File: src/rtl/dram_cyc_pkg.sv
// Package: shared cycle codes and lane output states for the EDO cycle classifier.
// Assumes: the code values are part of the external report format.
package dram_cyc_pkg;
    typedef enum logic [2:0] {
        CYC_IDLE = 3'd0,
        CYC_READ = 3'd1,
        CYC_EWR  = 3'd2,
        CYC_DWR  = 3'd3,
        CYC_RMW  = 3'd4,
        CYC_CBR  = 3'd5,
        CYC_ROR  = 3'd6
    } cyc_kind_t;

    typedef enum logic [1:0] {
        LN_HIZ   = 2'd0,
        LN_VALID = 2'd1,
        LN_UNDEF = 2'd2
    } ln_state_t;
endpackage

File: src/rtl/dram_cyc_sync.sv
// Module: multi-stage synchronizer for a vector of asynchronous active-low strobes.
// Assumes: each bit is independent, and reset loads the inactive (high) level.
module dram_cyc_sync #(
    parameter int W      = 5,
    parameter int STAGES = 2
) (
    input  logic         clk,
    input  logic         rst_n,
    input  logic [W-1:0] d,
    output logic [W-1:0] q
);
    logic [W-1:0] stg [STAGES];

    generate
        for (genvar s = 0; s < STAGES; s++) begin : g_stage
            // Shift the strobe sample one stage deeper each clock.
            always_ff @(posedge clk) begin
                if (!rst_n) stg[s] <= '1;
                else if (s == 0) stg[s] <= d;
                else stg[s] <= stg[(s == 0) ? 0 : s-1];
            end
        end
    endgenerate

    assign q = stg[STAGES-1];
endmodule

File: src/rtl/dram_cyc_track.sv
// Module: follows one row access on synchronized active-high strobes and records
// the ordering facts that decide the cycle type.
// Assumes: only the first column access in a row access is classified, and events
// in the same sample count as simultaneous.
module dram_cyc_track #(
    parameter int LANES = 2
) (
    input  logic             clk,
    input  logic             rst_n,
    input  logic             ras,
    input  logic [LANES-1:0] cas,
    input  logic             we,
    input  logic             oe,
    output logic             done,
    output logic             cbr,
    output logic [LANES-1:0] mask,
    output logic             we_early,
    output logic             we_late,
    output logic             oe_read
);
    logic ras_q, in_acc, col_open, col_done;
    logic cas_any;

    assign cas_any = |cas;
    assign done    = in_acc && ras_q && !ras;

    // Start an access on row-strobe assertion, then record the first column access.
    always_ff @(posedge clk) begin
        if (!rst_n) begin
            ras_q    <= 1'b0;
            in_acc   <= 1'b0;
            cbr      <= 1'b0;
            col_open <= 1'b0;
            col_done <= 1'b0;
            mask     <= '0;
            we_early <= 1'b0;
            we_late  <= 1'b0;
            oe_read  <= 1'b0;
        end else begin
            ras_q <= ras;
            if (ras && !ras_q) begin
                in_acc   <= 1'b1;
                cbr      <= cas_any;
                col_open <= 1'b0;
                col_done <= 1'b0;
                mask     <= '0;
                we_early <= 1'b0;
                we_late  <= 1'b0;
                oe_read  <= 1'b0;
            end else if (!ras) begin
                in_acc   <= 1'b0;
                col_open <= 1'b0;
            end else if (in_acc && !cbr && !col_done) begin
                if (cas_any) begin
                    col_open <= 1'b1;
                    mask     <= mask | cas;
                    if (!col_open) begin
                        if (we) we_early <= 1'b1;
                        else if (oe) oe_read <= 1'b1;
                    end else begin
                        if (we && !we_early && !we_late) we_late <= 1'b1;
                        if (oe && !we && !we_early && !we_late) oe_read <= 1'b1;
                    end
                end else if (col_open) begin
                    col_open <= 1'b0;
                    col_done <= 1'b1;
                end
            end
        end
    end

    // an open column access always has at least one lane recorded.
    p_mask_on_col_r2: assert property (@(posedge clk) disable iff (!rst_n)
        col_open |-> (mask != '0));

    // a refresh started with a lane strobe low never opens a column access.
    p_cbr_no_col_r8: assert property (@(posedge clk) disable iff (!rst_n)
        (in_acc && cbr) |-> !col_open);

    // early and late write are mutually exclusive.
    p_we_excl_r5: assert property (@(posedge clk) disable iff (!rst_n)
        !(we_early && we_late));
endmodule

File: src/rtl/dram_cyc_classify.sv
// Module: maps the recorded ordering facts of one access to a cycle code, a lane mask
// and a per-lane output state.
// Assumes: the inputs are stable in the cycle where the tracker flags completion.
module dram_cyc_classify
    import dram_cyc_pkg::*;
#(
    parameter int LANES = 2
) (
    input  logic               cbr,
    input  logic [LANES-1:0]   mask,
    input  logic               we_early,
    input  logic               we_late,
    input  logic               oe_read,
    output cyc_kind_t          kind,
    output logic [LANES-1:0]   lanes,
    output logic [2*LANES-1:0] drive
);
    // Pick the cycle code by precedence: refresh first, then write timing, then read.
    always_comb begin
        if (cbr)                kind = CYC_CBR;
        else if (mask == '0)    kind = CYC_ROR;
        else if (we_early)      kind = CYC_EWR;
        else if (we_late)       kind = oe_read ? CYC_RMW : CYC_DWR;
        else                    kind = CYC_READ;
    end

    // Report lanes only for column accesses.
    always_comb begin
        lanes = (kind == CYC_CBR || kind == CYC_ROR) ? '0 : mask;
    end

    generate
        for (genvar i = 0; i < LANES; i++) begin : g_lane
            ln_state_t st;
            // Derive one lane's output state from its selection and the cycle code.
            always_comb begin
                st = LN_HIZ;
                if (lanes[i]) begin
                    case (kind)
                        CYC_READ, CYC_RMW: st = oe_read ? LN_VALID : LN_HIZ;
                        CYC_DWR:           st = LN_UNDEF;
                        default:           st = LN_HIZ;
                    endcase
                end
            end
            assign drive[2*i +: 2] = st;

            // an unselected lane never reports a driven or undefined output.
            always_comb begin
                if (!lanes[i]) p_unsel_lane_r2: assert (drive[2*i +: 2] == LN_HIZ);
            end
        end
    endgenerate
endmodule

File: src/rtl/dram_cyc_decode.sv
// Module: top of the EDO cycle classifier. Synchronizes the strobes, tracks each row
// access and registers a one-cycle report when the row strobe goes inactive.
// Assumes: the strobes are asynchronous and active low; reset is synchronous, active low.
module dram_cyc_decode
    import dram_cyc_pkg::*;
#(
    parameter int LANES       = 2,
    parameter int SYNC_STAGES = 2
) (
    input  logic               clk,
    input  logic               rst_n,
    input  logic               row_n,
    input  logic [LANES-1:0]   col_n,
    input  logic               wen_n,
    input  logic               oen_n,
    output logic               acc_vld,
    output logic [2:0]         acc_kind,
    output logic [LANES-1:0]   acc_lanes,
    output logic [2*LANES-1:0] acc_drive
);
    localparam int SW = LANES + 3;

    logic [SW-1:0]      raw, syn;
    logic               ras, we, oe;
    logic [LANES-1:0]   cas;
    logic               done, cbr, we_early, we_late, oe_read;
    logic [LANES-1:0]   mask, lanes;
    logic [2*LANES-1:0] drive;
    cyc_kind_t          kind;

    assign raw = {oen_n, wen_n, col_n, row_n};

    dram_cyc_sync #(.W(SW), .STAGES(SYNC_STAGES)) u_sync (
        .clk(clk), .rst_n(rst_n), .d(raw), .q(syn)
    );

    assign ras = ~syn[0];
    assign cas = ~syn[LANES:1];
    assign we  = ~syn[LANES+1];
    assign oe  = ~syn[LANES+2];

    dram_cyc_track #(.LANES(LANES)) u_track (
        .clk(clk), .rst_n(rst_n), .ras(ras), .cas(cas), .we(we), .oe(oe),
        .done(done), .cbr(cbr), .mask(mask), .we_early(we_early),
        .we_late(we_late), .oe_read(oe_read)
    );

    dram_cyc_classify #(.LANES(LANES)) u_class (
        .cbr(cbr), .mask(mask), .we_early(we_early), .we_late(we_late),
        .oe_read(oe_read), .kind(kind), .lanes(lanes), .drive(drive)
    );

    // Register the report for one cycle on access completion, standby otherwise.
    always_ff @(posedge clk) begin
        if (!rst_n) begin
            acc_vld   <= 1'b0;
            acc_kind  <= CYC_IDLE;
            acc_lanes <= '0;
            acc_drive <= '0;
        end else if (done) begin
            acc_vld   <= 1'b1;
            acc_kind  <= kind;
            acc_lanes <= lanes;
            acc_drive <= drive;
        end else begin
            acc_vld   <= 1'b0;
            acc_kind  <= CYC_IDLE;
            acc_lanes <= '0;
            acc_drive <= '0;
        end
    end

    // the report strobe never lasts two cycles.
    p_one_pulse_r10: assert property (@(posedge clk) disable iff (!rst_n)
        acc_vld |=> !acc_vld);

    // early writes and both refresh types leave every lane high-impedance.
    p_quiet_kinds_r5: assert property (@(posedge clk) disable iff (!rst_n)
        (acc_vld && (acc_kind == CYC_EWR || acc_kind == CYC_CBR || acc_kind == CYC_ROR))
        |-> (acc_drive == '0));

    // refresh reports carry no lane selection.
    p_ref_nolanes_r8: assert property (@(posedge clk) disable iff (!rst_n)
        (acc_vld && (acc_kind == CYC_CBR || acc_kind == CYC_ROR)) |-> (acc_lanes == '0));

    generate
        for (genvar i = 0; i < LANES; i++) begin : g_chk
            // a selected lane of a delayed write reports undefined.
            p_dwr_undef_r6: assert property (@(posedge clk) disable iff (!rst_n)
                (acc_vld && acc_kind == CYC_DWR && acc_lanes[i])
                |-> (acc_drive[2*i +: 2] == LN_UNDEF));
            // a lane outside the mask stays high-impedance in the report.
            p_unsel_out_r2: assert property (@(posedge clk) disable iff (!rst_n)
                !acc_lanes[i] |-> (acc_drive[2*i +: 2] == LN_HIZ));
        end
    endgenerate
endmodule

File: config.mk
export PLATFORM = sky130hd
export DESIGN_NAME = dram_cyc_decode
export DESIGN_NICKNAME = d
export VERILOG_FILES = /design/src/rtl/dram_cyc_pkg.sv /design/src/rtl/dram_cyc_sync.sv /design/src/rtl/dram_cyc_track.sv /design/src/rtl/dram_cyc_classify.sv /design/src/rtl/dram_cyc_decode.sv
export SDC_FILE = /design/constraint.sdc
export NUM_CORES = 1
export LEC_CHECK = 0
export BUFFER_PORTS_ARGS = -buffer_cell sky130_fd_sc_hd__clkbuf_2
export CORE_MARGIN = 4
export CORE_UTILIZATION = 32
export CTS_BUF_LIST = sky130_fd_sc_hd__clkbuf_16
export DETAILED_ROUTE_END_ITERATION = 6
export GPL_TIMING_DRIVEN = 0
export SETUP_SLACK_MARGIN = 0.4
export SYNTH_ARGS = -nofsm -noshare
export SYNTH_HDL_FRONTEND = slang
export SYNTH_HIERARCHICAL = 1
export SYNTH_SLANG_ARGS = --single-unit
File: constraint.sdc
create_clock -name clk -period 1.5 [get_ports clk]
set_input_delay 0.225 -clock clk [delete_from_list [all_inputs] [get_ports clk]]
set_output_delay 0.225 -clock clk [all_outputs]
set_load 0.005 [all_outputs]
-- Yosys cells after proc, flatten, opt, wreduce, memory -nomap -nowiden
Memories as Yosys holds them, arrays and structs flattened.
Cells that the tools add are included.
- register bits after elaboration: 20
- RAM bits: 10
- bits of input ports: 7
- output and inout bits: 10
- logic and storage cells: 83
- memories kept: 1
- memories (name ; words ; bits a word ; read ports ; clocked after memory_dff ; wr ports ; RTL line ; source):
    u_sync.stg ; 2 ; 5 ; 2 ; 0 ; 2 ; dram_cyc_sync.sv:12 ; logic [W-1:0] stg [STAGES];
- eq/ne operators: 7
- mux-type cells: 20
- bitwise gates (word level): 10
- reduce and logical (&&, ||, !) cells: 31
- operators with widths (operator ; count):
    $mux W3 ; 5
    $mux W1 ; 11
    $logic_and A1 B1 Y1 ; 10
    $mux W5 ; 2
    $reduce_and A5 Y1 ; 2
    $eq A3 B3 Y1 const B ; 3
    $reduce_and A3 Y1 ; 3
    $not A1 Y1 ; 6
    $reduce_and A6 Y1 ; 1
    $reduce_or A2 Y1 ; 3
    $logic_not A1 Y1 ; 5
    $pmux W2 S2 ; 1
    $reduce_and A4 Y1 ; 1
    $reduce_bool A2 Y1 ; 2
    $eq A3 B1 Y1 const B ; 1
    $eq A3 B2 Y1 const B ; 1
    $reduce_or A3 Y1 ; 1
    $logic_not A2 Y1 ; 1
    $mux W2 ; 1
    $ne A2 B1 Y1 const B ; 1
    $ne A2 B2 Y1 const B ; 1
    $not A2 Y2 ; 1
    $or A1 B1 Y1 ; 2
    $or A2 B2 Y2 ; 1
    2 further kinds ; 2

-- Depth between registers and ports, before layout
Gate-level depths: netlist of run 1.
- word-level depth: 9
- depth in mapped cells: 4
- depth with buffers taken out: 4

-- Modules after synthesis
Netlist of run 1, hierarchy kept.
- modules (own cells, without submodules) (module ; instances ; cells an instance ; area each (sq um) ; seq. area each (sq um)):
    dram_cyc_track ; 1 ; 41 ; 394.1 ; 200.2
    dram_cyc_decode ; 1 ; 25 ; 282.8 ; 200.2
    dram_cyc_sync ; 1 ; 20 ; 262.8 ; 200.2
    dram_cyc_classify ; 1 ; 15 ; 102.6 ; 0.0

-- Worst setup path before layout of run 1
No wires, ideal clock.
- kind: flip-flop to flip-flop
- start: reg u_track.in_acc
- end: reg acc_vld
- library setup time: 0.060 ns
- arrival time: 1.047 ns
- required time: 1.440 ns
- setup slack: 0.393 ns
- cell stages (with the launch flop): 4
- buffers on the path: 0
- clock period less this slack: 1.107 ns
- path through: dfxtp_1 inv_1 nor3b_1 and2_2
- word-level cells in the longest chain between the ends: 3
- ends and longest elaborated chain (item ; RTL line ; source):
    start: declaration ; dram_cyc_track.sv:21 ; logic ras_q, in_acc, col_open, col_done;
    start signal: assignment ; dram_cyc_track.sv:31 ; in_acc <= 1'b0;
    start signal: assignment ; dram_cyc_track.sv:42 ; in_acc <= 1'b1;
    start signal: assignment ; dram_cyc_track.sv:51 ; in_acc <= 1'b0;
    $logic_and A1 B1 Y1 (2 in a row) ; dram_cyc_track.sv:25 ; assign done = in_acc && ras_q && !ras;
    named net done ; dram_cyc_decode.sv:26 ; logic done, cbr, we_early, we_late, oe_read;
    $mux W1 ; dram_cyc_decode.sv:60 ; end else if (done) begin
    end signal: assignment ; dram_cyc_decode.sv:56 ; acc_vld <= 1'b0;
    end signal: assignment ; dram_cyc_decode.sv:61 ; acc_vld <= 1'b1;
    end signal: assignment ; dram_cyc_decode.sv:66 ; acc_vld <= 1'b0;
    end: declaration ; dram_cyc_decode.sv:16 ; output logic acc_vld,
The timed path passes the listed nets, and every way through them passes these cells.
A chain may end at the register's enable or synchronous reset.

-- Worst setup path in the final report of run 1
- start: reg u_track.cbr
- end: reg u_track.we_late
- word-level cells in the longest chain between the ends: 4
- ends and longest elaborated chain (item ; RTL line ; source):
    start: declaration ; dram_cyc_track.sv:15 ; output logic cbr,
    start signal: assignment ; dram_cyc_track.sv:43 ; cbr <= cas_any;
    $logic_not A1 Y1 ; dram_cyc_track.sv:53 ; end else if (in_acc && !cbr && !col_done) begin
    $logic_and A1 B1 Y1 (2 in a row) ; dram_cyc_track.sv:53 ;
    $reduce_and A5 Y1 (no source line) ; n/a ;
    end signal: assignment ; dram_cyc_track.sv:37 ; we_late <= 1'b0;
    end signal: assignment ; dram_cyc_track.sv:48 ; we_late <= 1'b0;
    end signal: assignment ; dram_cyc_track.sv:61 ; if (we && !we_early && !we_late) we_late <= 1'b1;
    end: declaration ; dram_cyc_track.sv:18 ; output logic we_late,
Every way passes these cells.

==> results of run 1 <==
layer usage:
layer / share of wire / vias to the layer above
met5: 0 / -
met4: 0.044 / 0
met3: 0.078 / 7
met2: 0.42 / 26
met1: 0.46 / 329
li1: - / 392
path summary, 6_finish.rpt:
kind	startpoint	to	slack, ns	depth (start not counted)
max	u_track/cbr	u_track/we_late	0.42	3
min	wen_n	u_sync/stg[0][3]	0.13	2
max reg2reg	u_track/cbr	u_track/we_late	0.42	3
min reg2reg	u_sync/stg[0][1]	u_sync/stg[1][1]	0.40	1
final cells by class:
type,instances,area [sq um],share of cell area
inverter,8,30.0,0.0217
clock inverter,3,12.5,0.00906
timing repair buffer,19,103,0.0743
clock buffer,5,125,0.0906
sequential,30,606,0.438
tap,44,55.1,0.0399
multi-input combinational,63,450,0.326
Yosys cell counts:
cell,number
sky130_fd_sc_hd__and2_2,1
sky130_fd_sc_hd__a21oi_1,4
sky130_fd_sc_hd__nor2_1,8
sky130_fd_sc_hd__a21boi_0,1
sky130_fd_sc_hd__a311oi_1,1
sky130_fd_sc_hd__a21o_1,1
sky130_fd_sc_hd__a31oi_1,1
sky130_fd_sc_hd__a311o_1,1
sky130_fd_sc_hd__nand2b_1,12
sky130_fd_sc_hd__o21ai_0,1
sky130_fd_sc_hd__nand3_2,1
sky130_fd_sc_hd__nand3_1,1
sky130_fd_sc_hd__or2_2,1
sky130_fd_sc_hd__mux2i_1,1
sky130_fd_sc_hd__o41ai_2,1
sky130_fd_sc_hd__and2_1,3
sky130_fd_sc_hd__inv_1,8
sky130_fd_sc_hd__nor4b_2,1
sky130_fd_sc_hd__and3_1,11
sky130_fd_sc_hd__and4bb_2,1
sky130_fd_sc_hd__o21ba_2,1
sky130_fd_sc_hd__nor3b_1,1
sky130_fd_sc_hd__a41oi_1,2
sky130_fd_sc_hd__nor2b_1,4
sky130_fd_sc_hd__dfxtp_1,30
sky130_fd_sc_hd__nand2_1,3
metrics by stage:
step / total power, mW / hold slack [ns] / setup WS [ns] / instance area [sq um] / instances
final: 1.78 / 0.127 / 0.419 / 1380 / 172
after global routing: 1.86 / 0.131 / 0.350 / 1380 / 172
after CTS: 1.80 / 0.121 / 0.389 / 1360 / 172
after detailed placement: 0.879 / 0.392 / 0.225 / 1180 / 161
after global placement: 0.878 / 0.390 / 0.267 / 1180 / 161
after floorplan: 0.859 / 0.298 / 0.419 / 1050 / 101
layout by cell type (no fill, tap or decap), types with 2 or more instances in the layout:
cell type and instances:
sky130_fd_sc_hd__nand2_1 2, sky130_fd_sc_hd__inv_1 8, sky130_fd_sc_hd__nor2b_1 4, sky130_fd_sc_hd__buf_4 3, sky130_fd_sc_hd__a21oi_1 4, sky130_fd_sc_hd__and2_1 3
sky130_fd_sc_hd__dfxtp_1 28, sky130_fd_sc_hd__nand2b_1 11, sky130_fd_sc_hd__clkbuf_16 5, sky130_fd_sc_hd__clkbuf_2 16, sky130_fd_sc_hd__nor2_1 8, sky130_fd_sc_hd__and3_1 11
report_power, final:
group / internal (mW) / switching [mW]
combinational: 0.0232 / 0.0282
clock: 0.595 / 0.314
sequential: 0.813 / 0.00495
total: 1.43 / 0.347
state kept, by name, summed over array words and instances, names as in the netlist:
name / cells
u_track/cbr: 1
u_track/oe_read: 1
u_track/col_open: 1
u_sync/stg: 10
u_track/we_early: 1
acc_kind: 3
u_track/we_late: 1
u_track/mask: 2
u_track/in_acc: 1
acc_vld: 1
acc_drive: 4
acc_lanes: 2
u_track/ras_q: 1
u_track/col_done: 1
cell families (layout without fill, tap and decap cells):
kind of cell,Yosys count,count (layout),synth area share
flip-flops,30,30,0.576
buffers and inverters,8,35,0.0288
multiplexers,1,1,0.00960
AND/OR/NAND/NOR,48,48,0.281
AO/OA/AOI/OAI,14,14,0.104
critical path: cells and delay by family (launching register included):
kind	cells	cell delay [ns]
flops	1	0.36
compound gates	1	0.19
simple gates	2	0.43
what timing repair did:
item / 4_1_cts / 5_1_grt
pin swaps: 1 / 2
resized for setup: 5 / 6
setup buffers: 3 / 0
endpoints found under the setup margin: 16 / 14
endpoints found under the hold margin: 0 / 0
==> impl_metrics.prom, run 1 <==
# TYPE chip_impl_metric gauge
chip_impl_metric{name="dr_total_vias",unit=""} 754
chip_impl_metric{name="die_outline_area",unit="sq um"} 4230
chip_impl_metric{name="route.final.wire_length",unit="mm"} 1.72
chip_impl_metric{name="gr-usage-met3",unit=""} 0.0468
chip_impl_metric{name="top_level_ports",unit=""} 17
chip_impl_info{name="globalRoute.busiestLayer",value="met2"} 1
chip_impl_metric{name="synthDistinctLibCells",unit=""} 26
chip_impl_metric{name="layout.nets",unit=""} 134
chip_impl_metric{name="globalRouteTotalUtil",unit=""} 0.0956
chip_impl_metric{name="max_freq",unit="GHz"} 0.925
chip_impl_info{name="crit_type",value="reg -> reg"} 1
chip_impl_metric{name="final.fill_count",unit=""} 321
chip_impl_metric{name="power.static_leakage",unit="nW"} 0.634
chip_impl_metric{name="num_rows",unit=""} 20
chip_impl_metric{name="antenna_cells",unit=""} 0
chip_impl_info{name="synthDominantAreaCellType",value="sky130_fd_sc_hd__dfxtp_1"} 1
chip_impl_metric{name="tritoncts_num_sinks",unit=""} 30
chip_impl_info{name="synth.area.top_cells",value="sky130_fd_sc_hd__dfxtp_1 (58%), sky130_fd_sc_hd__nand2b_1 (7.2%), sky130_fd_sc_hd__and3_1 (6.6%)"} 1
chip_impl_metric{name="timing.clock.skew",unit="ns"} 0.00455
chip_impl_metric{name="detailedRoute.firstPassIterationCount",unit=""} 4
chip_impl_info{name="tritoncts",value="built"} 1
chip_impl_info{name="crit_path_cell_chain",value="and4bb_4, nand3_2, o41ai_2"} 1
chip_impl_metric{name="synth-seq-area-share",unit=""} 0.576
chip_impl_info{name="critical-path-slowest-cell",value="sky130_fd_sc_hd__dfxtp_4"} 1
chip_impl_metric{name="post_route_cells_drive_above_1_share",unit=""} 0.305
chip_impl_metric{name="relative_max_transition_margin",unit=""} 0.726
chip_impl_metric{name="power_per_cell_area",unit="nW/um^2"} 1290
chip_impl_metric{name="die_extent_in_y",unit="um"} 65.1
chip_impl_metric{name="post-route-util",unit=""} 0.449
chip_impl_metric{name="yosys.area.top_type_share",unit=""} 0.576
chip_impl_metric{name="fp.coreArea",unit="sq um"} 3080
chip_impl_metric{name="route.detailed.vias_per_inst",unit=""} 4.38
chip_impl_metric{name="antenna_found_initial",unit=""} 0
chip_impl_info{name="grt_setup_unrepaired",value="yes"} 1
chip_impl_metric{name="worstPathArrival",unit="ns"} 1.26
chip_impl_metric{name="die-width",unit="um"} 65.1
chip_impl_metric{name="placer_congestion_estimate",unit=""} 0.819
chip_impl_metric{name="timing_worst_slew_pin_value",unit="ns"} 0.411
chip_impl_metric{name="detail_route.drc_violations",unit=""} 0
chip_impl_metric{name="synth_seq_cells",unit=""} 30
chip_impl_info{name="run_status",value="finished, final reports clean"} 1
chip_impl_metric{name="post_route_minimum_period",unit="ns"} 1.08
chip_impl_metric{name="area_growth",unit="%"} 32.5
chip_impl_metric{name="syn-mean-instance-area",unit="sq um"} 10.3
chip_impl_metric{name="port_buffers",unit=""} 16
chip_impl_metric{name="grt.met1_usage",unit=""} 0.105
chip_impl_metric{name="cts-htree-levels",unit=""} 2
chip_impl_info{name="critical_path.startpoint_type",value="register"} 1
chip_impl_metric{name="detailedRoute.firstIterationViolations",unit=""} 29
chip_impl_metric{name="timing.final.crit_share",unit=""} 0.721
chip_impl_info{name="hold_class",value="in -> reg"} 1
chip_impl_metric{name="post_cts_hold_buffer_count",unit=""} 0
chip_impl_metric{name="yosysWarningCount",unit=""} 6
chip_impl_metric{name="worst-path-max-fanout",unit=""} 6
chip_impl_info{name="cts_root_buf",value="sky130_fd_sc_hd__clkbuf_16"} 1
chip_impl_metric{name="setup_tns_after_final_layout",unit="ns"} 0
chip_impl_metric{name="clk-insertion-delay-late",unit="ns"} 0.27
chip_impl_metric{name="cts.clk_slew.worst_paths",unit="ns"} 0.05
chip_impl_metric{name="antenna_left",unit=""} 0
chip_impl_metric{name="grt_max_degree",unit=""} 25
chip_impl_metric{name="timing.critical_path.required",unit="ns"} 1.68
chip_impl_metric{name="clockBufferDepth",unit=""} 2
chip_impl_metric{name="finalMaxSlewViolations",unit=""} 0
chip_impl_metric{name="global_route.usage.met2",unit=""} 0.130
chip_impl_metric{name="hold_violations",unit=""} 0
chip_impl_metric{name="vias_in_the_first_global_route",unit=""} 653
chip_impl_metric{name="grt_pass1_wl",unit="mm"} 2.85
chip_impl_metric{name="synthesis.instances",unit=""} 101
chip_impl_metric{name="floorplan.initialDensity",unit=""} 0.339
chip_impl_metric{name="timing.max_cap.violations",unit=""} 0
chip_impl_metric{name="timing.final.setup_violations",unit=""} 0
chip_impl_metric{name="vdd_ir_drop_max",unit="mV"} 0.858
chip_impl_metric{name="synth_area",unit="sq um"} 1040
chip_impl_metric{name="overflow",unit=""} 0
chip_impl_metric{name="inserted_clock_buffers",unit=""} 5
chip_impl_metric{name="wire_per_inst",unit="um"} 9.97
chip_impl_metric{name="synth_net_count",unit=""} 108
chip_impl_metric{name="hpwl",unit="mm"} 1.14
chip_impl_metric{name="worst_path_largest_cell_delay",unit="ns"} 0.36
chip_impl_info{name="cp-end-kind",value="register"} 1
No activity file was read; power rests on OpenSTA's default activity.
==> run 2: changes to the inputs <==
--- a/config.mk
+++ b/config.mk
@@ -5,6 +5,7 @@
 export SDC_FILE = /design/constraint.sdc
 export NUM_CORES = 1
 export LEC_CHECK = 0
+export ABC_AREA = 1
 export BUFFER_PORTS_ARGS = -buffer_cell sky130_fd_sc_hd__clkbuf_2
 export CORE_MARGIN = 4
 export CORE_UTILIZATION = 32
==> constraint.sdc (replaced) <==
create_clock -name clk -period 1.03 [get_ports clk]
set_input_delay 0.1545 -clock clk [delete_from_list [all_inputs] [get_ports clk]]
set_output_delay 0.1545 -clock clk [all_outputs]
set_load 0.005 [all_outputs]
==> run 2 against run 1 <==
  * Clock skew decreased by 0.0018 ns
  * Register-to-register slack got worse by 0.38 ns
  * Synthesized cell count increased by 48%
  * Final cell count grew 31%
  * Largest power group unchanged
  * Via count grew 24%
  * Area after synthesis is 7.9% higher
  * Combinational power up 130%
  * Sequential share of layout area down 4.5 points
  * Critical endpoint is now acc_drive[1]
  * Routed wire length increased by 21%
==> impl_metrics.prom, run 2 <==
# TYPE chip_impl_metric gauge
chip_impl_metric{name="antenna_cells",unit=""} 0
chip_impl_metric{name="antenna_left",unit=""} 0
chip_impl_metric{name="globalRouteTotalUtil",unit=""} 0.107
chip_impl_metric{name="syn-mean-instance-area",unit="sq um"} 7.55
chip_impl_info{name="crit_path_cell_chain",value="nor2_4, nor2_2, o21ai_2, nand2_1, inv_2, nand2_2, nor2_2, inv_1, nor2_1"} 1
chip_impl_metric{name="timing.final.crit_share",unit=""} 0.959
chip_impl_metric{name="power.static_leakage",unit="nW"} 0.741
chip_impl_info{name="register_with_the_highest_flop_count",value="u_sync/stg"} 1
chip_impl_metric{name="grt_pass1_wl",unit="mm"} 3.41
chip_impl_metric{name="synth_net_count",unit=""} 156
chip_impl_metric{name="max_freq",unit="GHz"} 1.01
chip_impl_metric{name="floorplan.initialDensity",unit=""} 0.334
chip_impl_metric{name="num_rows",unit=""} 21
chip_impl_metric{name="share_clk_of_total_power",unit=""} 0.497
chip_impl_info{name="synth_top_family_by_area",value="simple AND/OR/NAND/NOR gates"} 1
chip_impl_metric{name="relative_max_transition_margin",unit=""} 0.850
chip_impl_metric{name="timing.clock.skew",unit="ns"} 0.00275
chip_impl_metric{name="detail_route.drc_violations",unit=""} 0
chip_impl_metric{name="compound_gate_fraction_of_synth_area",unit=""} 0.0857
chip_impl_metric{name="final.fill_count",unit=""} 352
chip_impl_metric{name="top_level_ports",unit=""} 17
chip_impl_metric{name="placer_congestion_estimate",unit=""} 0.779
chip_impl_metric{name="yosysWarningCount",unit=""} 6
chip_impl_metric{name="worstPathArrival",unit="ns"} 1.20
chip_impl_metric{name="fin_total_pwr",unit="mW"} 2.61
chip_impl_metric{name="cts-htree-levels",unit=""} 2
chip_impl_metric{name="timing.final.setup_violations",unit=""} 0
chip_impl_info{name="synth.area.top_cells",value="sky130_fd_sc_hd__dfxtp_1 (53%), sky130_fd_sc_hd__inv_1 (15%), sky130_fd_sc_hd__nand2_1 (8.0%)"} 1
chip_impl_metric{name="timing.critical_path.required",unit="ns"} 1.24
chip_impl_metric{name="internal-power",unit="mW"} 2.09
chip_impl_metric{name="synthesis.instances",unit=""} 149
chip_impl_metric{name="detailedRoute.firstIterationViolations",unit=""} 50
chip_impl_info{name="critical_path.startpoint_type",value="register"} 1
chip_impl_metric{name="timing_worst_slew_pin_value",unit="ns"} 0.225
chip_impl_metric{name="switching_power_summed_over_all_nets",unit="mW"} 0.524
chip_impl_metric{name="hpwl",unit="mm"} 1.29
chip_impl_metric{name="synth-edff-count",unit=""} 0
chip_impl_metric{name="synth.mux.area_fraction",unit=""} 0
chip_impl_metric{name="fp.coreArea",unit="sq um"} 3360
chip_impl_info{name="reg.largest.list",value="u_sync/stg (10), acc_drive (4), acc_kind (3)"} 1
chip_impl_metric{name="cts.clk_slew.worst_paths",unit="ns"} 0.04
chip_impl_metric{name="route.final.wire_length",unit="mm"} 2.08
chip_impl_metric{name="synth_seq_cells",unit=""} 30
chip_impl_metric{name="final_cell_area",unit="sq um"} 1570
chip_impl_metric{name="die-width",unit="um"} 67.3
chip_impl_metric{name="timing.max_cap.violations",unit=""} 0
chip_impl_info{name="critical-path-slowest-cell",value="sky130_fd_sc_hd__dfxtp_2"} 1
chip_impl_metric{name="finalMaxSlewViolations",unit=""} 0
chip_impl_info{name="mostFrequentLayoutCell",value="sky130_fd_sc_hd__inv_1"} 1
chip_impl_metric{name="antenna_found_initial",unit=""} 0
chip_impl_metric{name="synth_area",unit="sq um"} 1120
chip_impl_info{name="crit_type",value="reg -> reg"} 1
chip_impl_metric{name="worst_path_largest_cell_delay",unit="ns"} 0.32
chip_impl_metric{name="post-route-util",unit=""} 0.467
chip_impl_info{name="ys.flop_type",value="sky130_fd_sc_hd__dfxtp_1"} 1
chip_impl_metric{name="post_detailed_placement_cell_area",unit="sq um"} 1290
chip_impl_info{name="synth_most_common_cell",value="sky130_fd_sc_hd__inv_1"} 1
chip_impl_metric{name="worst-path-max-fanout",unit=""} 3
chip_impl_metric{name="synthDistinctLibCells",unit=""} 18
chip_impl_info{name="tritoncts",value="built"} 1
chip_impl_metric{name="max_reg_flops",unit=""} 10
chip_impl_info{name="crit_top_cell",value="sky130_fd_sc_hd__nor2_2"} 1
chip_impl_info{name="cts_root_buf",value="sky130_fd_sc_hd__clkbuf_16"} 1
chip_impl_metric{name="port_buffers",unit=""} 16
chip_impl_metric{name="yosys.area.top_type_share",unit=""} 0.534
chip_impl_info{name="synthDominantAreaCellType",value="sky130_fd_sc_hd__dfxtp_1"} 1
chip_impl_info{name="cp-end-kind",value="register"} 1
chip_impl_metric{name="vdd_ir_drop_max",unit="mV"} 0.838
chip_impl_metric{name="clk-insertion-delay-late",unit="ns"} 0.27
chip_impl_info{name="synth_top_cells_by_count",value="sky130_fd_sc_hd__inv_1 (45), sky130_fd_sc_hd__dfxtp_1 (30), sky130_fd_sc_hd__nand2_1 (24)"} 1
chip_impl_metric{name="seq_power_share",unit=""} 0.458
chip_impl_metric{name="synth-async-reset-ratio",unit=""} 0
chip_impl_metric{name="grt_max_degree",unit=""} 11
chip_impl_info{name="run_status",value="finished, final reports clean"} 1
chip_impl_metric{name="tritoncts_num_sinks",unit=""} 30
chip_impl_metric{name="synth-seq-area-share",unit=""} 0.534
chip_impl_info{name="hold_class",value="in -> reg"} 1
chip_impl_metric{name="detailedRoute.firstPassIterationCount",unit=""} 4
chip_impl_metric{name="post_route_minimum_period",unit="ns"} 0.988
chip_impl_metric{name="route.detailed.vias_per_inst",unit=""} 4.13
chip_impl_metric{name="die_outline_area",unit="sq um"} 4530
chip_impl_metric{name="inserted_clock_buffers",unit=""} 5
chip_impl_metric{name="swShare",unit=""} 0.200
chip_impl_metric{name="die_extent_in_y",unit="um"} 67.3
chip_impl_metric{name="area_growth",unit="%"} 39.7
chip_impl_metric{name="overflow",unit=""} 0
chip_impl_metric{name="dr_total_vias",unit=""} 933
chip_impl_metric{name="vias_in_the_first_global_route",unit=""} 819
chip_impl_metric{name="post_route_cells_drive_above_1_share",unit=""} 0.433
chip_impl_metric{name="layout.nets",unit=""} 187
chip_impl_metric{name="power_per_cell_area",unit="nW/um^2"} 1660
chip_impl_metric{name="synth_simple_gate_area_share",unit=""} 0.214
chip_impl_metric{name="hold_violations",unit=""} 0
chip_impl_metric{name="synth-xor-area-share",unit=""} 0
chip_impl_metric{name="wire_per_inst",unit="um"} 9.22
chip_impl_metric{name="post_cts_hold_buffer_count",unit=""} 0
chip_impl_metric{name="power.share.combinational",unit=""} 0.044
chip_impl_info{name="final_cell_mix",value="sky130_fd_sc_hd__inv_1 (38), sky130_fd_sc_hd__nand2_1 (20), sky130_fd_sc_hd__nor2_1 (19), sky130_fd_sc_hd__dfxtp_1 (18), sky130_fd_sc_hd__clkbuf_2 (12)"} 1
chip_impl_info{name="grt_setup_unrepaired",value="yes"} 1
chip_impl_metric{name="timing.reg2reg.setup_slack",unit="ns"} 0.04
chip_impl_metric{name="clockBufferDepth",unit=""} 2
chip_impl_metric{name="synth_adder_area_share",unit=""} 0
run 2: metrics by stage:
stage	TNS [ns]	hold slack, ns	std cells	setup WS [ns]
5_1_grt	-0.159	0.0692	226	-0.0635
4_1_cts	0	0.0461	224	0.0207
3_5_place_dp	-0.0139	0.330	211	-0.0111
6_report	0	0.0512	226	0.0420
2_1_floorplan	0	0.239	149	0.0803
3_3_place_gp	0	0.324	211	0.00784
run 2: repair_timing:
item	in CTS	in global routing
pin swaps	5	9
setup buffers	5	2
setup endpoints to repair	29	30
resized for setup	12	29
gates cloned	1	0
run 2: power by group through the flow:
stage	Sequential (mW)	Combinational, mW	Clock [mW]
2_1_floorplan	1.22	0.0581	0
3_3_place_gp	1.22	0.0810	0
5_1_grt	1.20	0.133	1.39
4_1_cts	1.20	0.0947	1.34
6_report	1.20	0.116	1.30
3_5_place_dp	1.22	0.0826	0
run 2: critical path, delay by kind of cell, from the launching register on:
kind                   cells  cell delay [ns]
AND/OR/NAND/NOR            6             0.45
flip-flops                 1             0.32
AO/OA/AOI/OAI              1             0.05
buffers and inverters      2             0.10
run 2: path summary, 6_finish.rpt:
kind | from | depth (start not counted) | to
worst max register to register | u_track/mask[1] | 9 | acc_drive[1]
worst min register to register | u_sync/stg[0][0] | 2 | u_sync/stg[1][0]
worst min-delay path | oen_n | 3 | u_sync/stg[0][4]
worst max-delay path | u_track/mask[1] | 9 | acc_drive[1]
run 2: final cells by class:
cell class / count / area, sq um / share of cell area
well taps: 46 / 57.6 / 0.0366
multi-input cells: 72 / 430 / 0.274
repair buffers: 23 / 140 / 0.0892
plain buffers: 1 / 11.3 / 0.00717
flip-flops and latches: 30 / 618 / 0.393
inverters: 47 / 181 / 0.115
clock buffers: 5 / 125 / 0.0796
clock inverters: 2 / 7.51 / 0.00478
run 2: layer usage:
metal	up-vias	track usage	wire, um
met4	0	0.0911	71
met2	25	0.168	1060
met3	7	0.0449	147
met1	414	0.110	808
li1	487	-	-
met5	-	0	0
run 2: logic make-up (layout without fill, tap and decap cells):
group | Yosys count | in the layout
AOI/OAI and AO/OA | 15 | 15
and+or+nand+nor | 56 | 57
DFF | 30 | 30
buffers and inverters | 48 | 78
==> run 3: changes to the inputs <==
--- a/config.mk
+++ b/config.mk
@@ -15,5 +15,4 @@
 export SETUP_SLACK_MARGIN = 0.4
 export SYNTH_ARGS = -nofsm -noshare
 export SYNTH_HDL_FRONTEND = slang
-export SYNTH_HIERARCHICAL = 1
 export SYNTH_SLANG_ARGS = --single-unit
==> run 3 against run 2 <==
  * Combinational power rose by 6%
  * Sequential power about the same
  * Worst hold slack better by 0.029 ns
  * Area after synthesis fell by 12%
  * Synthesized cell count decreased by 28%
  * Critical path type unchanged
  * Largest power group unchanged
  * Highest routed layer unchanged
==> impl_metrics.prom, run 3 <==
# TYPE chip_impl_metric gauge
chip_impl_info{name="grt_setup_unrepaired",value="yes"} 1
chip_impl_info{name="run_status",value="finished, final reports clean"} 1
chip_impl_info{name="mostFrequentLayoutCell",value="sky130_fd_sc_hd__dfxtp_1"} 1
chip_impl_info{name="hp-start",value="wen_n"} 1
chip_impl_metric{name="setup_tns_after_final_layout",unit="ns"} 0
chip_impl_metric{name="power.static_leakage",unit="nW"} 0.632
chip_impl_metric{name="timing.final.setup_violations",unit=""} 0
chip_impl_metric{name="worst_path_largest_cell_delay",unit="ns"} 0.35
chip_impl_metric{name="detail_route.drc_violations",unit=""} 0
chip_impl_metric{name="timing.clock.skew",unit="ns"} 0.00673
chip_impl_metric{name="synth_seq_cells",unit=""} 30
chip_impl_metric{name="route.final.wire_length",unit="mm"} 2.11
chip_impl_metric{name="floorplan.initialDensity",unit=""} 0.346
chip_impl_metric{name="grt_max_degree",unit=""} 11
chip_impl_info{name="register_with_the_highest_flop_count",value="u_sync.stg"} 1
chip_impl_metric{name="synth-async-reset-ratio",unit=""} 0
chip_impl_metric{name="fp.coreArea",unit="sq um"} 2850
chip_impl_info{name="final_cell_mix",value="sky130_fd_sc_hd__dfxtp_1 (18), sky130_fd_sc_hd__clkbuf_2 (11), sky130_fd_sc_hd__or2_4 (10), sky130_fd_sc_hd__inv_1 (9), sky130_fd_sc_hd__inv_2 (8)"} 1
chip_impl_metric{name="inserted_clock_buffers",unit=""} 5
chip_impl_metric{name="hold_violations",unit=""} 0
chip_impl_info{name="tritoncts",value="built"} 1
chip_impl_metric{name="detailedRoute.firstPassIterationCount",unit=""} 3
chip_impl_metric{name="holdPathStages",unit=""} 2
chip_impl_metric{name="cts.clk_slew.worst_paths",unit="ns"} 0.05
chip_impl_metric{name="layout.nets",unit=""} 149
chip_impl_metric{name="r2r_cells",unit=""} 5
chip_impl_metric{name="relative_max_transition_margin",unit=""} 0.854
chip_impl_metric{name="overflow",unit=""} 0
chip_impl_info{name="cp-startpoint",value="u_track.cbr"} 1
chip_impl_metric{name="wire_per_inst",unit="um"} 12.1
chip_impl_info{name="worst_r2r_startpoint",value="u_track.cbr"} 1
chip_impl_metric{name="timing.critical_path.required",unit="ns"} 1.23
chip_impl_metric{name="die_outline_area",unit="sq um"} 4030
chip_impl_metric{name="finalMaxSlewViolations",unit=""} 0
chip_impl_metric{name="route.detailed.vias_per_inst",unit=""} 4.76
chip_impl_metric{name="synthDistinctLibCells",unit=""} 19
chip_impl_info{name="synth_most_common_cell",value="sky130_fd_sc_hd__dfxtp_1"} 1
chip_impl_metric{name="post-route-util",unit=""} 0.551
chip_impl_info{name="synth_top_cells_by_count",value="sky130_fd_sc_hd__dfxtp_1 (30), sky130_fd_sc_hd__inv_1 (19), sky130_fd_sc_hd__or2_2 (10)"} 1
chip_impl_metric{name="post_cts_hold_buffer_count",unit=""} 0
chip_impl_info{name="synthDominantAreaCellType",value="sky130_fd_sc_hd__dfxtp_1"} 1
chip_impl_metric{name="timing.final.crit_share",unit=""} 0.965
chip_impl_metric{name="timing_worst_slew_pin_value",unit="ns"} 0.219
chip_impl_metric{name="antenna_cells",unit=""} 0
chip_impl_metric{name="post_route_minimum_period",unit="ns"} 0.994
chip_impl_info{name="hold_path_end",value="u_sync.stg[0][3]"} 1
chip_impl_metric{name="post_route_cells_drive_above_1_share",unit=""} 0.678
chip_impl_metric{name="area_growth",unit="%"} 59.4
chip_impl_metric{name="yosys.area.top_type_share",unit=""} 0.609
chip_impl_metric{name="clockBufferDepth",unit=""} 2
chip_impl_metric{name="yosysWarningCount",unit=""} 0
chip_impl_info{name="critical_path.startpoint_type",value="register"} 1
chip_impl_info{name="synth.area.top_cells",value="sky130_fd_sc_hd__dfxtp_1 (61%), sky130_fd_sc_hd__inv_1 (7.2%), sky130_fd_sc_hd__or2_2 (6.3%)"} 1
chip_impl_metric{name="cts-htree-levels",unit=""} 2
chip_impl_metric{name="tritoncts_num_sinks",unit=""} 30
chip_impl_metric{name="dr_total_vias",unit=""} 828
chip_impl_metric{name="antenna_left",unit=""} 0
chip_impl_info{name="critical-path-slowest-cell",value="sky130_fd_sc_hd__dfxtp_4"} 1
chip_impl_metric{name="place_worst_setup_slack",unit="ns"} 0.0402
chip_impl_info{name="ys.flop_type",value="sky130_fd_sc_hd__dfxtp_1"} 1
chip_impl_info{name="hold_class",value="in -> reg"} 1
chip_impl_metric{name="synth-edff-count",unit=""} 0
chip_impl_metric{name="synth_area",unit="sq um"} 986
chip_impl_metric{name="worstPathArrival",unit="ns"} 1.19
chip_impl_metric{name="vias_in_the_first_global_route",unit=""} 822
chip_impl_metric{name="placer_congestion_estimate",unit=""} 0.785
chip_impl_metric{name="worst-path-max-fanout",unit=""} 6
chip_impl_metric{name="worst_slack",unit="ns"} 0.0363
chip_impl_metric{name="holdWs",unit="ns"} 0.0798
chip_impl_metric{name="synthesis.instances",unit=""} 108
chip_impl_metric{name="synth_net_count",unit=""} 115
chip_impl_metric{name="syn-mean-instance-area",unit="sq um"} 9.13
chip_impl_info{name="crit_path_cell_chain",value="inv_4, nand3_4, nor2_4, nand3_2, a21oi_2"} 1
chip_impl_metric{name="power_per_cell_area",unit="nW/um^2"} 1690
chip_impl_metric{name="detailedRoute.firstIterationViolations",unit=""} 15
chip_impl_metric{name="port_buffers",unit=""} 16
chip_impl_metric{name="timing.max_cap.violations",unit=""} 0
chip_impl_info{name="crit_type",value="reg -> reg"} 1
chip_impl_metric{name="num_rows",unit=""} 19
chip_impl_info{name="reg.largest.list",value="u_sync.stg (10), acc_drive (4), acc_kind (3)"} 1
chip_impl_metric{name="die_extent_in_y",unit="um"} 63.5
chip_impl_metric{name="final.fill_count",unit=""} 266
chip_impl_metric{name="globalRouteTotalUtil",unit=""} 0.119
chip_impl_info{name="rr_endpoint",value="u_track.we_early"} 1
chip_impl_info{name="cts_root_buf",value="sky130_fd_sc_hd__clkbuf_16"} 1
chip_impl_metric{name="max_freq",unit="GHz"} 1.01
chip_impl_metric{name="die-width",unit="um"} 63.5
chip_impl_metric{name="grt_pass1_wl",unit="mm"} 3.59
chip_impl_metric{name="timing.reg2reg.setup_slack",unit="ns"} 0.04
chip_impl_info{name="cp-end-kind",value="register"} 1
chip_impl_metric{name="top_level_ports",unit=""} 17
chip_impl_metric{name="clk-insertion-delay-late",unit="ns"} 0.28
chip_impl_metric{name="synth-seq-area-share",unit=""} 0.609
chip_impl_metric{name="hpwl",unit="mm"} 1.28
chip_impl_metric{name="antenna_found_initial",unit=""} 0
chip_impl_metric{name="vdd_ir_drop_max",unit="mV"} 1.27
chip_impl_metric{name="max_reg_flops",unit=""} 10
-- run 3: cell count changes in the layout (fill, tap and decap cells not counted), moves of 3 or more --
cell / delta
sky130_fd_sc_hd__inv_1: -29
sky130_fd_sc_hd__nand2_2: -4
sky130_fd_sc_hd__nand3_2: +5
sky130_fd_sc_hd__nand2_1: -15
sky130_fd_sc_hd__nand2_4: -3
sky130_fd_sc_hd__nand3_4: +3
sky130_fd_sc_hd__nor2_1: -14
sky130_fd_sc_hd__dfxtp_2: -4
sky130_fd_sc_hd__inv_4: +4
sky130_fd_sc_hd__dfxtp_4: +4
sky130_fd_sc_hd__or2_4: +10
-- run 3: kinds of logic (layout without fill, tap and decap cells) --
| kind of cell | Yosys count | after routing | share of synthesized area |
|---|---|---|---|
| flops | 30 | 30 | 0.609 |
| buf+inv | 22 | 57 | 0.0838 |
| simple gates | 40 | 40 | 0.218 |
| compound gates | 16 | 16 | 0.0888 |
-- run 3: per-layer routing --
metal  vias up  share of wire  global-route usage
li1        412              -                   -
met1       389           0.36               0.111
met2        21           0.54               0.206
met3         6          0.074              0.0639
met4         0          0.025              0.0647
met5         -              0                   0
-- run 3: timing repair --
action / CTS / global route
resized for setup: 24 / 37
cloned: 0 / 0
pin swaps: 10 / 14
endpoints found under the setup margin: 33 / 33
buffers inserted: 5 / 6
-- run 3: stage by stage --
stage	area [sq um]	total power, mW	std cells
global route	1570	2.77	174
finish	1570	2.66	174
detailed placement	1170	1.31	155
global placement	1170	1.30	155
floorplan	1060	1.28	108
CTS	1430	2.67	168
-- run 3: area by class of cell --
type,instances,area (sq um),share of cell area
Clock buffer,5,125,0.0796
Inverter,21,92.6,0.0589
Sequential cell,30,628,0.400
Tap cell,31,38.8,0.0247
Timing Repair Buffer,27,178,0.113
Multi-Input combinational cell,56,483,0.307
Buffer,1,13.8,0.00876
Clock inverter,3,12.5,0.00796
-- run 3: worst max path at each step --
stage | to | slack [ns] | cells after the start
6_report | u_track.we_early | 0.04 | 5
5_1_grt | u_track.mask[1] | -0.04 | 5
4_1_cts | acc_kind[2] | 0.02 | 5
3_5_place_dp | acc_kind[2] | 0.04 | 5
3_3_place_gp | acc_kind[2] | 0.06 | 5
2_1_floorplan | u_track.oe_read | 0.15 | 5
-- run 3: worst max-delay path, delay by kind of cell, from the launching register on --
family,cells,cell delay (ns)
compound gates,1,0.13
buf+inv,1,0.06
flops,1,0.35
simple gates,3,0.38
-- run 3: power by group --
| part | switching [mW] | internal (mW) | total [mW] | leakage (nW) |
|---|---|---|---|---|
| Clock | 0.471 | 0.868 | 1.34 | 0.0724 |
| Sequential | 0.0169 | 1.18 | 1.19 | 0.251 |
| Combinational | 0.0619 | 0.0612 | 0.123 | 0.309 |
